[src/rtl/evq_ctrl.sv]
module evq_ctrl #(
  parameter int DEPTH  = 16,
  parameter int CH_W   = 5,
  parameter int CODE_W = 4
) (
  input  logic                     clk,
  input  logic                     rst_n,
  input  logic                     push_valid,
  input  logic [CH_W-1:0]          push_chan,
  input  logic [CODE_W-1:0]        push_code,
  input  logic                     tx_underrun,
  input  logic                     rx_overrun,
  input  logic                     reg_wr,
  input  logic                     reg_addr,
  input  logic [7:0]               reg_wdata,
  output logic [7:0]               evt_flags,
  output logic [7:0]               evt_mask,
  input  logic [$clog2(DEPTH)-1:0] rd_idx,
  output logic                     rd_valid,
  output logic [CH_W-1:0]          rd_chan,
  output logic [CODE_W-1:0]        rd_code,
  input  logic                     clr_valid,
  input  logic [$clog2(DEPTH)-1:0] clr_idx,
  input  logic                     tx_resume,
  input  logic                     rx_resume,
  output logic                     irq,
  output logic                     tx_halt,
  output logic                     rx_halt
);
  localparam int PW = $clog2(DEPTH);
  localparam logic [7:0] LIVE = 8'h0F;

  logic [CH_W-1:0]   chan_q [DEPTH];
  logic [CODE_W-1:0] code_q [DEPTH];
  logic [DEPTH-1:0]  vld_q;
  logic [PW-1:0]     wr_ptr;
  logic [3:0]        flags_q;
  logic [3:0]        mask_q;

  wire slot_busy = vld_q[wr_ptr];
  wire accept    = push_valid && !slot_busy;
  wire drop      = push_valid && slot_busy;

  wire [3:0] hw_set = {drop, accept, tx_underrun, rx_overrun};
  wire [3:0] sw_clr = (reg_wr && !reg_addr) ? reg_wdata[3:0] : 4'b0;

  always_ff @(posedge clk) begin
    if (!rst_n) begin
      wr_ptr <= '0;
      vld_q  <= '0;
    end else begin
      for (int i = 0; i < DEPTH; i++) begin
        if (accept && wr_ptr == PW'(i))
          vld_q[i] <= 1'b1;
        else if (clr_valid && clr_idx == PW'(i))
          vld_q[i] <= 1'b0;
      end
      if (accept)
        wr_ptr <= (wr_ptr == PW'(DEPTH-1)) ? '0 : wr_ptr + 1'b1;
    end
  end

  always_ff @(posedge clk) begin
    if (accept) begin
      chan_q[wr_ptr] <= push_chan;
      code_q[wr_ptr] <= push_code;
    end
  end

  always_ff @(posedge clk) begin
    if (!rst_n) begin
      flags_q <= '0;
      mask_q  <= '0;
      tx_halt <= 1'b0;
      rx_halt <= 1'b0;
    end else begin
      flags_q <= (flags_q & ~sw_clr) | hw_set;
      if (reg_wr && reg_addr)
        mask_q <= reg_wdata[3:0];
      if (tx_underrun)
        tx_halt <= 1'b1;
      else if (tx_resume)
        tx_halt <= 1'b0;
      if (rx_overrun)
        rx_halt <= 1'b1;
      else if (rx_resume)
        rx_halt <= 1'b0;
    end
  end

  assign evt_flags = {4'b0, flags_q} & LIVE;
  assign evt_mask  = {4'b0, mask_q} & LIVE;
  assign irq       = |(flags_q & mask_q);
  assign rd_valid  = vld_q[rd_idx];
  assign rd_chan   = chan_q[rd_idx];
  assign rd_code   = code_q[rd_idx];
endmodule

[config.mk]
export PLATFORM = sky130hd
export DESIGN_NAME = evq_ctrl
export DESIGN_NICKNAME = d
export VERILOG_FILES = /design/src/rtl/evq_ctrl.sv
export SDC_FILE = /design/constraint.sdc
export NUM_CORES = 1
export LEC_CHECK = 0
export BUFFER_PORTS_ARGS = -buffer_cell sky130_fd_sc_hd__buf_2
export CORE_MARGIN = 2
export CORE_UTILIZATION = 45
export CTS_BUF_LIST = sky130_fd_sc_hd__clkbuf_4 sky130_fd_sc_hd__clkbuf_8
export CTS_CLUSTER_SIZE = 12
export DETAILED_ROUTE_END_ITERATION = 7
export PLACE_DENSITY_LB_ADDON = 0.15
export SLEW_MARGIN = 30
export SYNTH_ARGS = -nofsm -noshare
export SYNTH_HDL_FRONTEND = slang
export SYNTH_SLANG_ARGS = --single-unit
[constraint.sdc]
create_clock -name clk -period 5.26 [get_ports clk]
set_input_delay 0.263 -clock clk [delete_from_list [all_inputs] [get_ports clk]]
set_output_delay 0.263 -clock clk [all_outputs]
set_load 0.05 [all_outputs]
======== Yosys cells after proc, flatten, opt, wreduce, memory -nomap -nowiden ========
Memory sizes are Yosys's and may differ from the RTL's.
Cells that the tools add are included.
operators by class
  add/sub/neg operators ................... 1
  $lt $le $gt $ge ......................... 2
  equal/unequal tests ..................... 30
  multiplexer cells ....................... 44
  bitwise logic cells ..................... 4
  reductions and logical operators ........ 59
operators by type and width
  operator               count
  $eq A4 B4 Y1 const B   16
  $mux W1                40
  $logic_and A1 B1 Y1    36
  $reduce_bool A2 Y1     18
  $eq A4 B3 Y1 const B   8
  $eq A4 B2 Y1 const B   4
  $lt A4 B5 Y1 const B   2
  $and A4 B4 Y4          2
  $bmux W1 S4            2
  $eq A4 B1 Y1 const B   2
  $logic_not A4 Y1       2
  $mux W4                2
  $add A4 B1 Y4 const B  1
  $not A4 Y4             1
  $or A4 B4 Y4           1
  $reduce_or A4 Y1       1
  $logic_not A1 Y1       2
word-level totals
  flip-flop bits (word level) ............. 30
  memory bits (writable) .................. 144
  bits of input ports ..................... 35
  output and inout port bits .............. 29
  memories kept ........................... 2
memories
  memory  depth  bits a word  read ports  clocked after Yosys merged registers in  write ports  line  source
  chan_q  16     5            1           0                                        1            33    logic [CH_W-1:0] chan_q [DEPTH];
  code_q  16     4            1           0                                        1            34    logic [CODE_W-1:0] code_q [DEPTH];

======== Depth between registers and ports, before layout ========
Gate-level depths: netlist of run 1.
  word-level depth ........................ 6
  mapped depth ............................ 6
  depth with buffers taken out ............ 5

======== Worst setup path before layout of run 1 ========
OpenSTA, ideal clock, no wires.
  path type ............................... reg-to-reg
  from .................................... reg wr_ptr[1]
  to ...................................... mem chan_q[15][0] (enable)
  data arrival time ....................... 1.655 ns
  required time ........................... 4.886 ns
  slack ................................... 3.231 ns
  cell stages (with the launch flop) ...... 6
  path buffers ............................ 1
  clock period less this slack ............ 2.029 ns
  cell sequence ........................... dfxtp_1 -> buf_6 -> mux2_2 -> o22ai_4 -> o211ai_4 -> nor2_1
on the way
  word-level cells in the longest chain between the ends .. 6
ends and longest elaborated chain
  element                        line  source
  from (decl)                    36    logic [PW-1:0] wr_ptr;
  from (signal assigned)         59    wr_ptr <= (wr_ptr == PW'(DEPTH-1)) ? '0 : wr_ptr + 1'b1;
  $bmux W1 S4                    40    wire slot_busy = vld_q[wr_ptr];
  $mux W1 (not written as such)  40
  $logic_not A1 Y1               41    wire accept = push_valid && !slot_busy;
  $logic_and A1 B1 Y1            41
  $mux W1                        64    if (accept) begin
  $mux W1 (not written as such)  65    chan_q[wr_ptr] <= push_chan;
  to (decl)                      33
Several ways; a longest one is shown, not always the timed one. The select of a mux whose other input is x is not followed.

======== Worst setup path after layout of run 1 ========
  from .................................... in rd_idx[0]
  to ...................................... out rd_chan[4]
on the way
  word-level cells in the longest chain between the ends .. 1
ends and longest elaborated chain
  element         line  source
  from (decl)     18    input logic [$clog2(DEPTH)-1:0] rd_idx,
  $mem_v2 Z16 W5  n/a
  to (decl)       20    output logic [CH_W-1:0] rd_chan,
Every way passes these cells.

==> results of run 1 <==
[worst register-to-register path: stages, from the launching register on]
cell	delay (ns)
sky130_fd_sc_hd__dfxtp_1	0.72
sky130_fd_sc_hd__mux2_2	0.42
sky130_fd_sc_hd__o2bb2ai_2	0.21
sky130_fd_sc_hd__o211ai_4	0.18
sky130_fd_sc_hd__nor2_1	0.21
sky130_fd_sc_hd__and2_1	0.60
[placed cells by master, fill, tap and decap left out, types with 2 or more instances in the layout]
cell / instances
sky130_fd_sc_hd__o21ai_0: 14
sky130_fd_sc_hd__nor2b_1: 5
sky130_fd_sc_hd__nand3_1: 7
sky130_fd_sc_hd__conb_1: 8
sky130_fd_sc_hd__o311ai_0: 4
sky130_fd_sc_hd__o21ai_2: 4
sky130_fd_sc_hd__ha_1: 4
sky130_fd_sc_hd__clkinv_1: 5
sky130_fd_sc_hd__inv_1: 3
sky130_fd_sc_hd__mux2_2: 3
sky130_fd_sc_hd__nand3b_1: 2
sky130_fd_sc_hd__clkinv_2: 2
sky130_fd_sc_hd__and2_1: 15
sky130_fd_sc_hd__clkbuf_8: 17
sky130_fd_sc_hd__nand2_1: 20
sky130_fd_sc_hd__o21a_1: 3
sky130_fd_sc_hd__mux4_2: 45
sky130_fd_sc_hd__o211ai_1: 14
sky130_fd_sc_hd__dfxtp_1: 30
sky130_fd_sc_hd__nor2_1: 8
sky130_fd_sc_hd__mux4_1: 6
sky130_fd_sc_hd__buf_4: 2
sky130_fd_sc_hd__clkbuf_4: 4
sky130_fd_sc_hd__nand2b_1: 6
sky130_fd_sc_hd__clkinvlp_4: 2
sky130_fd_sc_hd__a22oi_1: 2
sky130_fd_sc_hd__mux2i_1: 7
sky130_fd_sc_hd__a21boi_0: 5
sky130_fd_sc_hd__buf_2: 50
sky130_fd_sc_hd__a21oi_1: 4
sky130_fd_sc_hd__edfxtp_1: 144
[synthesized netlist by cell type (all sizes together)]
master / number
o21a: 3
nand3: 7
a22oi: 2
or3b: 1
a21oi: 4
a21boi: 5
o2bb2ai: 1
and2: 15
o31ai: 1
nor2b: 5
mux2: 3
mux4: 51
o21ai: 18
ha: 4
edfxtp: 144
conb: 1
nand3b: 3
a31oi: 1
or2: 2
o22ai: 1
o211ai: 15
nand2b: 6
dfxtp: 30
nand2: 21
inv: 3
mux2i: 7
nor2: 9
o311ai: 4
buf: 19
clkbuf: 7
[worst paths after layout]
kind,from,to,slack [ns],depth (start not counted)
worst min-delay path,tx_underrun,tx_halt$_SDFFE_PN0P_,0.04,2
worst min register to register,mask_q[0]$_SDFFE_PN0P_,mask_q[0]$_SDFFE_PN0P_,0.49,2
worst max register to register,wr_ptr[1]$_SDFFE_PN0P_,chan_q[6][1]$_DFFE_PP_,2.53,5
worst max-delay path,rd_idx[0],rd_chan[4],2.35,5
[power groups by stage]
stage	logic, µW	clock network (µW)	registers (µW)
CTS	305	841	1550
global route	324	891	1560
finish	300	822	1550
floorplan	211	0	1590
global placement	300	0	1580
detailed placement	304	0	1580
[metrics by stage]
stage / util / hold WS [ns] / area [µm²] / total power [µW]
floorplan: - / 0.362 / 7250 / 1800
CTS: 0.504 / 0.0136 / 7950 / 2700
global route: 0.504 / 0.0348 / 7950 / 2770
finish: 0.504 / 0.0384 / 7950 / 2670
detailed placement: 0.483 / 0.478 / 7620 / 1890
global placement: 0.483 / 0.472 / 7610 / 1880
[logic make-up (layout without fill, tap and decap cells)]
kind of cell,count (synthesis),after routing,synth area share
and+or+nand+nor,69,69,0.0521
DFF,174,174,0.682
adders and majority gates,4,4,0.00693
buffers and inverters,29,86,0.0256
other,1,8,0.000519
muxes,61,61,0.176
AOI/OAI and AO/OA,55,55,0.0568
[area by class of cell]
| class | count | area, µm² | share of cell area |
|---|---|---|---|
| Tap cell | 216 | 270 | 0.0340 |
| Timing Repair Buffer | 52 | 265 | 0.0333 |
| Inverter | 3 | 11.3 | 0.00142 |
| Clock inverter | 10 | 73.8 | 0.00928 |
| Sequential cell | 174 | 4920 | 0.619 |
| Clock buffer | 21 | 264 | 0.0332 |
| Multi-Input combinational cell | 197 | 2140 | 0.270 |
[state kept, by name, summed over array words and instances, names as in the netlist]
name     cells
chan_q      80
code_q      64
flags_q      4
mask_q       4
rx_halt      1
tx_halt      1
vld_q       16
wr_ptr       4
[layer usage]
metal	share of wire	global-route usage	wire length (µm)
met2	0.51	0.305	7500
met4	0.013	0.0645	187
met1	0.44	0.251	6540
met3	0.041	0.0423	606
met5	0	0	0
==> qor.yml, run 1 <==
max-clock-path-buffers: 2
place.detailed.hpwl_um: 9270
detail_route_antenna_nets: 0
period_needed_ns: 2.91
chipHeight_um: 131
fin_skew_ns: 0.0114
power.share.combinational: 0.112
switching_fraction_of_total_power: 0.247
die_area_mm2: 0.0171
timing.final.crit_share: 0.553
layout-drive-gt1-share: 0.302
antenna_found_initial: 0
synth_area_mm2: 0.00723
timing.critical_path.arrival_ns: 2.65
p_int_uw: 2010
hold_path_class: "in -> reg"
ys_seq_elements: 174
final_estimated_routing_congestion_in_global_placement: 0.767
hold_viol_final: 0
number_of_global_route_vias_before_repair: 3858
postSynthCellCount: 393
cts_tree: "done"
dr_total_vias: 3722
ys.warnings.count: 0
power.density_cell_area_mw_per_mm2: 336
fin_tns_setup_ns: 0
cp_required_ns: 5.00
global_route.usage.total: 0.187
route.detailed.vias_per_inst: 5.53
setup-violations-final: 0
fmax_mhz: 344
grt-ovfl-total: 0
placed_cells_incl_taps: 642
synth.yosys.seq_area_share: 0.682
status: "completed"
timing.slew.headroom: 0.515
die_width_um: 131
core_area_mm2: 0.0158
timing.setup.critical_path_class: "in -> out"
power.clock.fraction: 0.307
root_buffer: "sky130_fd_sc_hd__clkbuf_8"
ioPinCount: 64
synth.area.top_cells: "sky130_fd_sc_hd__edfxtp_1 (60%), sky130_fd_sc_hd__mux4_2 (14%), sky130_fd_sc_hd__dfxtp_1 (8.3%)"
path_max_fanout: 21
setup_ws_ns: 2.35
worst_setup_hold_path_clk_slew_ns: 0.09
post-cts-setup-buffer-count: 0
worst_slew_pin_slew_ns: 0.727
area_delta_synth_final_pct: 10.1
final-max-slew-violation-count: 0
synthesis.area_per_instance_um2: 18.4
grt_setup_unrepaired: "false"
tritonroute_pass_1_iters: 4
net_switching_uw: 661
tritoncts_num_sinks: 174
num_antenna_cells: 0
cts_inserted_buffers: 17
drc_errors: 0
grt_first_pass_wirelength_um: 22400
netlist-cell-type-count: 39
crit_path_start_kind: "input port"
worstSkewPairLatency_ns: 0.45
cap_viol_max_count: 0
cp_cell_sequence: "buf_2 -> buf_4 -> mux4_2 -> mux4_2 -> buf_2"
synth.top_cell.area_share: 0.598
pin_count_of_the_biggest_net_entering_global_routing: 41
n_fill_cell: 1367
power.static_leakage_uw: 0.00260
nNetsFinal: 484
timing.critical_path.to_type: "output pin"
io_buffers: 51
longest_individual_stage_delay_on_the_worst_path_ns: 0.56
postCtsResizedCells: 0
detailedRoute.firstIterationViolations: 374
final-instance-count-excl-fill: 673
path_buf_inv: 3
routed_wl_um: 14800
preCtsSetupSlack_ns: 2.25
avgRoutedWirePerCell_um: 22.0
timing.critical_path.slowest_stage_cell: "sky130_fd_sc_hd__mux4_2"
cts_hold_buffers: 0
ctsHtreeMaxLevel: 4
seq_power_share: 0.581
vdd_drop_max_mv: 0.138
initial_cell_density_of_the_core: 0.458
rows: 46
netlist.top_cell.by_area: "sky130_fd_sc_hd__edfxtp_1"
top_cell_family_by_delay_on_the_critical_path: "buffers and inverters"
Power figures use the tool's default switching activity.
==> inputs of run 2 (changes only) <==
==> constraint.sdc (replaced) <==
create_clock -name clk -period 3.04 [get_ports clk]
set_input_delay 0.152 -clock clk [delete_from_list [all_inputs] [get_ports clk]]
set_output_delay 0.152 -clock clk [all_outputs]
set_load 0.05 [all_outputs]
==> qor.yml, run 2 (same netlist as run 1, synthesis figures left out) <==
drc_errors: 0
fin_tns_setup_ns: 0
flip_flop_count_of_the_largest_register_after_layout: 80
rows: 46
n_fill_cell: 1349
route.detailed.vias_per_inst: 5.45
grt_first_pass_wirelength_um: 23400
final_estimated_routing_congestion_in_global_placement: 0.823
timing.critical_path.arrival_ns: 2.74
top_library_cells_by_usage_in_the_layout_fill_and_taps_aside: "sky130_fd_sc_hd__edfxtp_1 (144), sky130_fd_sc_hd__buf_2 (51), sky130_fd_sc_hd__mux4_2 (45)"
mostFrequentLayoutCell: "sky130_fd_sc_hd__edfxtp_1"
worstSkewPairLatency_ns: 0.45
initial_cell_density_of_the_core: 0.458
status: "completed"
whs_ns: 0.0859
cts_tree: "done"
path_max_fanout: 13
cp_required_ns: 3.12
detail_route_antenna_nets: 0
power.density_cell_area_mw_per_mm2: 587
grt-ovfl-total: 0
timing.final.crit_share: 0.876
num_antenna_cells: 0
vdd_drop_max_mv: 0.316
die_area_mm2: 0.0171
pin_count_of_the_biggest_net_entering_global_routing: 41
chipHeight_um: 131
number_of_global_route_vias_before_repair: 3828
ioPinCount: 64
root_buffer: "sky130_fd_sc_hd__clkbuf_8"
global_route.usage.total: 0.198
avgRoutedWirePerCell_um: 22.5
worst_slew_pin_slew_ns: 0.610
tritoncts_num_sinks: 174
antenna_found_initial: 0
biggestRegsByFlops: "chan_q: 80 flops, code_q: 64 flops, vld_q: 16 flops"
core_area_mm2: 0.0158
fmax_mhz: 376
holdCritStartpoint: "clr_idx[2]"
period_needed_ns: 2.66
power.static_leakage_uw: 0.00271
final-max-slew-violation-count: 0
rr_startpoint: "wr_ptr[1]$_SDFFE_PN0P_"
post-layout-total-power_uw: 4800
cap_viol_max_count: 0
hold_path_class: "in -> reg"
postCtsResizedCells: 0
dr_total_vias: 3768
grt_setup_unrepaired: "false"
area_delta_synth_final_pct: 13.2
tritonroute_pass_1_iters: 4
timing.slew.headroom: 0.593
routed_wl_um: 15500
crit_path_start_kind: "flop"
fin_skew_ns: 0.0160
setup-violations-final: 0
io_buffers: 51
post-route-util: 0.519
nNetsFinal: 501
max-clock-path-buffers: 2
timing.critical_path.to_type: "flop"
largest-register: "chan_q"
hold_viol_final: 0
cts_hold_buffers: 14
layout-drive-gt1-share: 0.307
worstSetupStartpoint: "wr_ptr[1]$_SDFFE_PN0P_"
worst_setup_hold_path_clk_slew_ns: 0.08
post-cts-setup-buffer-count: 0
cts_inserted_buffers: 17
place.detailed.hpwl_um: 10200
die_width_um: 131
timing.setup.critical_path_class: "reg -> reg"
detailedRoute.firstIterationViolations: 265
ctsHtreeMaxLevel: 4
-- run 2: worst max-delay path: stages, from the launching register on --
cell and delay (ns):
sky130_fd_sc_hd__dfxtp_1 0.71, sky130_fd_sc_hd__mux2_2 0.44, sky130_fd_sc_hd__o22ai_4 0.19, sky130_fd_sc_hd__o211ai_4 0.16, sky130_fd_sc_hd__nor2_1 0.29, sky130_fd_sc_hd__and2_1 0.50
-- run 2: path summary, 6_finish.rpt --
path	end	slack [ns]	cells after the start
worst min-delay path	vld_q[0]$_SDFFE_PN0P_	0.09	3
worst max register to register	chan_q[4][2]$_DFFE_PP_	0.38	5
worst max-delay path	chan_q[4][2]$_DFFE_PP_	0.38	5
worst min register to register	mask_q[0]$_SDFFE_PN0P_	0.49	2
-- run 2: metrics by stage --
stage / cell area (µm²) / std cells / setup WS (ns)
after floorplan: 7250 / 400 / 1.01
after detailed placement: 7660 / 645 / 0.401
after global placement: 7660 / 645 / 0.498
final: 8180 / 691 / 0.377
after CTS: 8180 / 691 / 0.378
after global routing: 8180 / 691 / 0.212
-- run 2: layer usage --
metal	routed length (µm)	part of all wire	track usage	vias to the layer above
met4	84	0.0054	0.0544	0
met1	6670	0.43	0.277	1950
li1	-	-	-	1712
met3	962	0.062	0.0489	7
met5	0	0	0	-
met2	7800	0.50	0.313	99
-- run 2: power breakdown --
group          leakage [µW]  total (µW)  internal [µW]  switching, µW
Sequential          0.00154        2690           2640           41.2
Clock              0.000204        1560            763            798
Combinational      0.000965         557            196            361
-- run 2: final cells by class --
type | count | area (µm²) | area share
Clock buffer | 20 | 263 | 0.0321
Clock inverter | 12 | 119 | 0.0145
Inverter | 3 | 11.3 | 0.00138
Multi-Input combinational cell | 197 | 2140 | 0.262
Sequential cell | 174 | 4920 | 0.602
Tap cell | 216 | 270 | 0.0330
Timing Repair Buffer | 69 | 450 | 0.0551
==> inputs of run 3 (changes only) <==
--- a/config.mk
+++ b/config.mk
@@ -6,6 +6,7 @@
 export NUM_CORES = 1
 export LEC_CHECK = 0
 export BUFFER_PORTS_ARGS = -buffer_cell sky130_fd_sc_hd__buf_2
+export CORE_ASPECT_RATIO = 0.5
 export CORE_MARGIN = 2
 export CORE_UTILIZATION = 45
 export CTS_BUF_LIST = sky130_fd_sc_hd__clkbuf_4 sky130_fd_sc_hd__clkbuf_8
@@ -16,3 +17,4 @@
 export SYNTH_ARGS = -nofsm -noshare
 export SYNTH_HDL_FRONTEND = slang
 export SYNTH_SLANG_ARGS = --single-unit
+export TNS_END_PERCENT = 1
==> qor.yml, run 3 (same netlist as run 1, synthesis figures left out) <==
status: "completed"
period_needed_ns: 2.62
drc_errors: 0
io_buffers: 51
largest-register: "chan_q"
avgRoutedWirePerCell_um: 22.5
fmax_mhz: 382
net_switching_uw: 1250
grt_setup_unrepaired: "false"
tritonroute_pass_1_iters: 6
max-clock-path-buffers: 2
pin_count_of_the_biggest_net_entering_global_routing: 38
dpl-instance-area_mm2: 0.00769
num_antenna_cells: 0
die_width_um: 183
detail_route_antenna_nets: 0
post-cts-setup-buffer-count: 0
mostFrequentLayoutCell: "sky130_fd_sc_hd__edfxtp_1"
worst_slew_pin_slew_ns: 0.658
biggestRegsByFlops: "chan_q: 80 flops, code_q: 64 flops, vld_q: 16 flops"
cts_tree: "done"
dr_total_vias: 3875
hold-path-cell-count: 3
power.share.combinational: 0.110
die_area_mm2: 0.0171
power.density_cell_area_mw_per_mm2: 593
timing.critical_path.arrival_ns: 2.70
rr_startpoint: "wr_ptr[1]$_SDFFE_PN0P_"
top_library_cells_by_usage_in_the_layout_fill_and_taps_aside: "sky130_fd_sc_hd__edfxtp_1 (144), sky130_fd_sc_hd__buf_2 (51), sky130_fd_sc_hd__mux4_2 (45)"
cts_inserted_buffers: 17
timing.setup.critical_path_class: "reg -> reg"
tritoncts_num_sinks: 174
p_int_uw: 3590
layout-drive-gt1-share: 0.316
ctsHtreeMaxLevel: 4
number_of_global_route_vias_before_repair: 4022
fin_skew_ns: 0.0141
worstRegToRegCells: 5
hold_path_class: "in -> reg"
cp_required_ns: 3.12
flip_flop_count_of_the_largest_register_after_layout: 80
seq_power_share: 0.555
min_to: "tx_halt$_SDFFE_PN0P_"
nNetsFinal: 500
routed_wl_um: 15300
rows: 32
hold_viol_final: 0
timing.final.crit_share: 0.862
fin_tns_setup_ns: 0
final_estimated_routing_congestion_in_global_placement: 0.768
setup.reg_to_reg.worst_slack_ns: 0.42
grt_first_pass_wirelength_um: 23500
switching_fraction_of_total_power: 0.258
core_area_mm2: 0.0155
final-max-slew-violation-count: 0
whs_ns: 0.0209
antenna_found_initial: 0
power.static_leakage_uw: 0.00271
place.detailed.hpwl_um: 9990
worst_setup_hold_path_clk_slew_ns: 0.10
global_route.usage.total: 0.193
ioPinCount: 64
cap_viol_max_count: 0
vdd_drop_max_mv: 0.218
path_max_fanout: 13
holdCritStartpoint: "tx_resume"
timing.slew.headroom: 0.561
root_buffer: "sky130_fd_sc_hd__clkbuf_8"
final_design_area_no_fill_mm2: 0.00816
worstSkewPairLatency_ns: 0.45
setup-violations-final: 0
chipHeight_um: 93.6
detailedRoute.firstIterationViolations: 355
grt-ovfl-total: 0
route.detailed.vias_per_inst: 5.72
power.clock.fraction: 0.335
timing.critical_path.to_type: "flop"
initial_cell_density_of_the_core: 0.465
crit_path_start_kind: "flop"
crit-reg2reg-capture: "chan_q[12][3]$_DFFE_PP_"
area_delta_synth_final_pct: 12.9
[run 3: cell types whose count changed in the layout (fill, tap and decap cells not counted)]
cell                            previous run  this run
sky130_fd_sc_hd__clkinv_2                  6         0
sky130_fd_sc_hd__clkbuf_4                  2         1
sky130_fd_sc_hd__clkinvlp_4                1         2
sky130_fd_sc_hd__inv_4                     2         0
sky130_fd_sc_hd__buf_4                     2         8
sky130_fd_sc_hd__clkinv_1                  0         2
sky130_fd_sc_hd__inv_6                     0         3
sky130_fd_sc_hd__dlygate4sd3_1            14         7
sky130_fd_sc_hd__inv_8                     0         2
sky130_fd_sc_hd__clkbuf_8                 18        17
sky130_fd_sc_hd__clkinv_4                  1         3
[run 3: layout make-up]
type	instances	area, µm²
timing repair buffer	68	425
clock buffer	18	241
fill	1257	7380
sequential	174	4920
inverter	3	11.3
clock inverter	14	158
tap	204	255
multi-input combinational	197	2140
[run 3: power by group through the flow]
stage          combinational (µW)  clock [µW]  sequential (µW)
2_1_floorplan                 366           0             2750
3_3_place_gp                  520           0             2740
3_5_place_dp                  531           0             2740
4_1_cts                       539        1650             2690
5_1_grt                       575        1750             2690
6_report                      532        1620             2690
[run 3: how the worst max path moves through the flow]
stage	start	to	slack, ns
final	wr_ptr[1]$_SDFFE_PN0P_	chan_q[12][3]$_DFFE_PP_	0.42
after CTS	wr_ptr[1]$_SDFFE_PN0P_	chan_q[12][3]$_DFFE_PP_	0.43
after global routing	wr_ptr[1]$_SDFFE_PN0P_	code_q[1][2]$_DFFE_PP_	0.27
after detailed placement	wr_ptr[1]$_SDFFE_PN0P_	chan_q[12][4]$_DFFE_PP_	0.45
after global placement	wr_ptr[1]$_SDFFE_PN0P_	chan_q[12][4]$_DFFE_PP_	0.53
after floorplan	wr_ptr[1]$_SDFFE_PN0P_	chan_q[15][0]$_DFFE_PP_	1.01
[run 3: critical path, stage by stage, from the launching register on]
cell and delay [ns]:
sky130_fd_sc_hd__dfxtp_1 0.73, sky130_fd_sc_hd__mux2_2 0.42, sky130_fd_sc_hd__o2bb2ai_2 0.20, sky130_fd_sc_hd__o211ai_4 0.17
sky130_fd_sc_hd__nor2_1 0.16, sky130_fd_sc_hd__and2_1 0.57
[run 3: per-stage QoR]
| step | cells | util | power (µW) | worst slack [ns] |
|---|---|---|---|---|
| after CTS | 678 | 0.525 | 4880 | 0.426 |
| after floorplan | 400 | - | 3120 | 1.01 |
| after global placement | 639 | 0.495 | 3260 | 0.529 |
| after detailed placement | 639 | 0.495 | 3270 | 0.452 |
| after global routing | 678 | 0.525 | 5020 | 0.274 |
| final | 678 | 0.525 | 4840 | 0.420 |
[run 3: routing by layer]
metal	part of all wire	vias up	global-route usage
met5	0	-	0
met1	0.46	2013	0.272
met2	0.47	130	0.301
met3	0.060	20	0.0413
met4	0.014	0	0.0640
li1	-	1712	-
[run 3: what timing repair did]
| item | in CTS | in global routing |
|---|---|---|
| resized for setup | 0 | 0 |
| endpoints found under the hold margin | 9 | 0 |
| hold buffers | 7 | 0 |
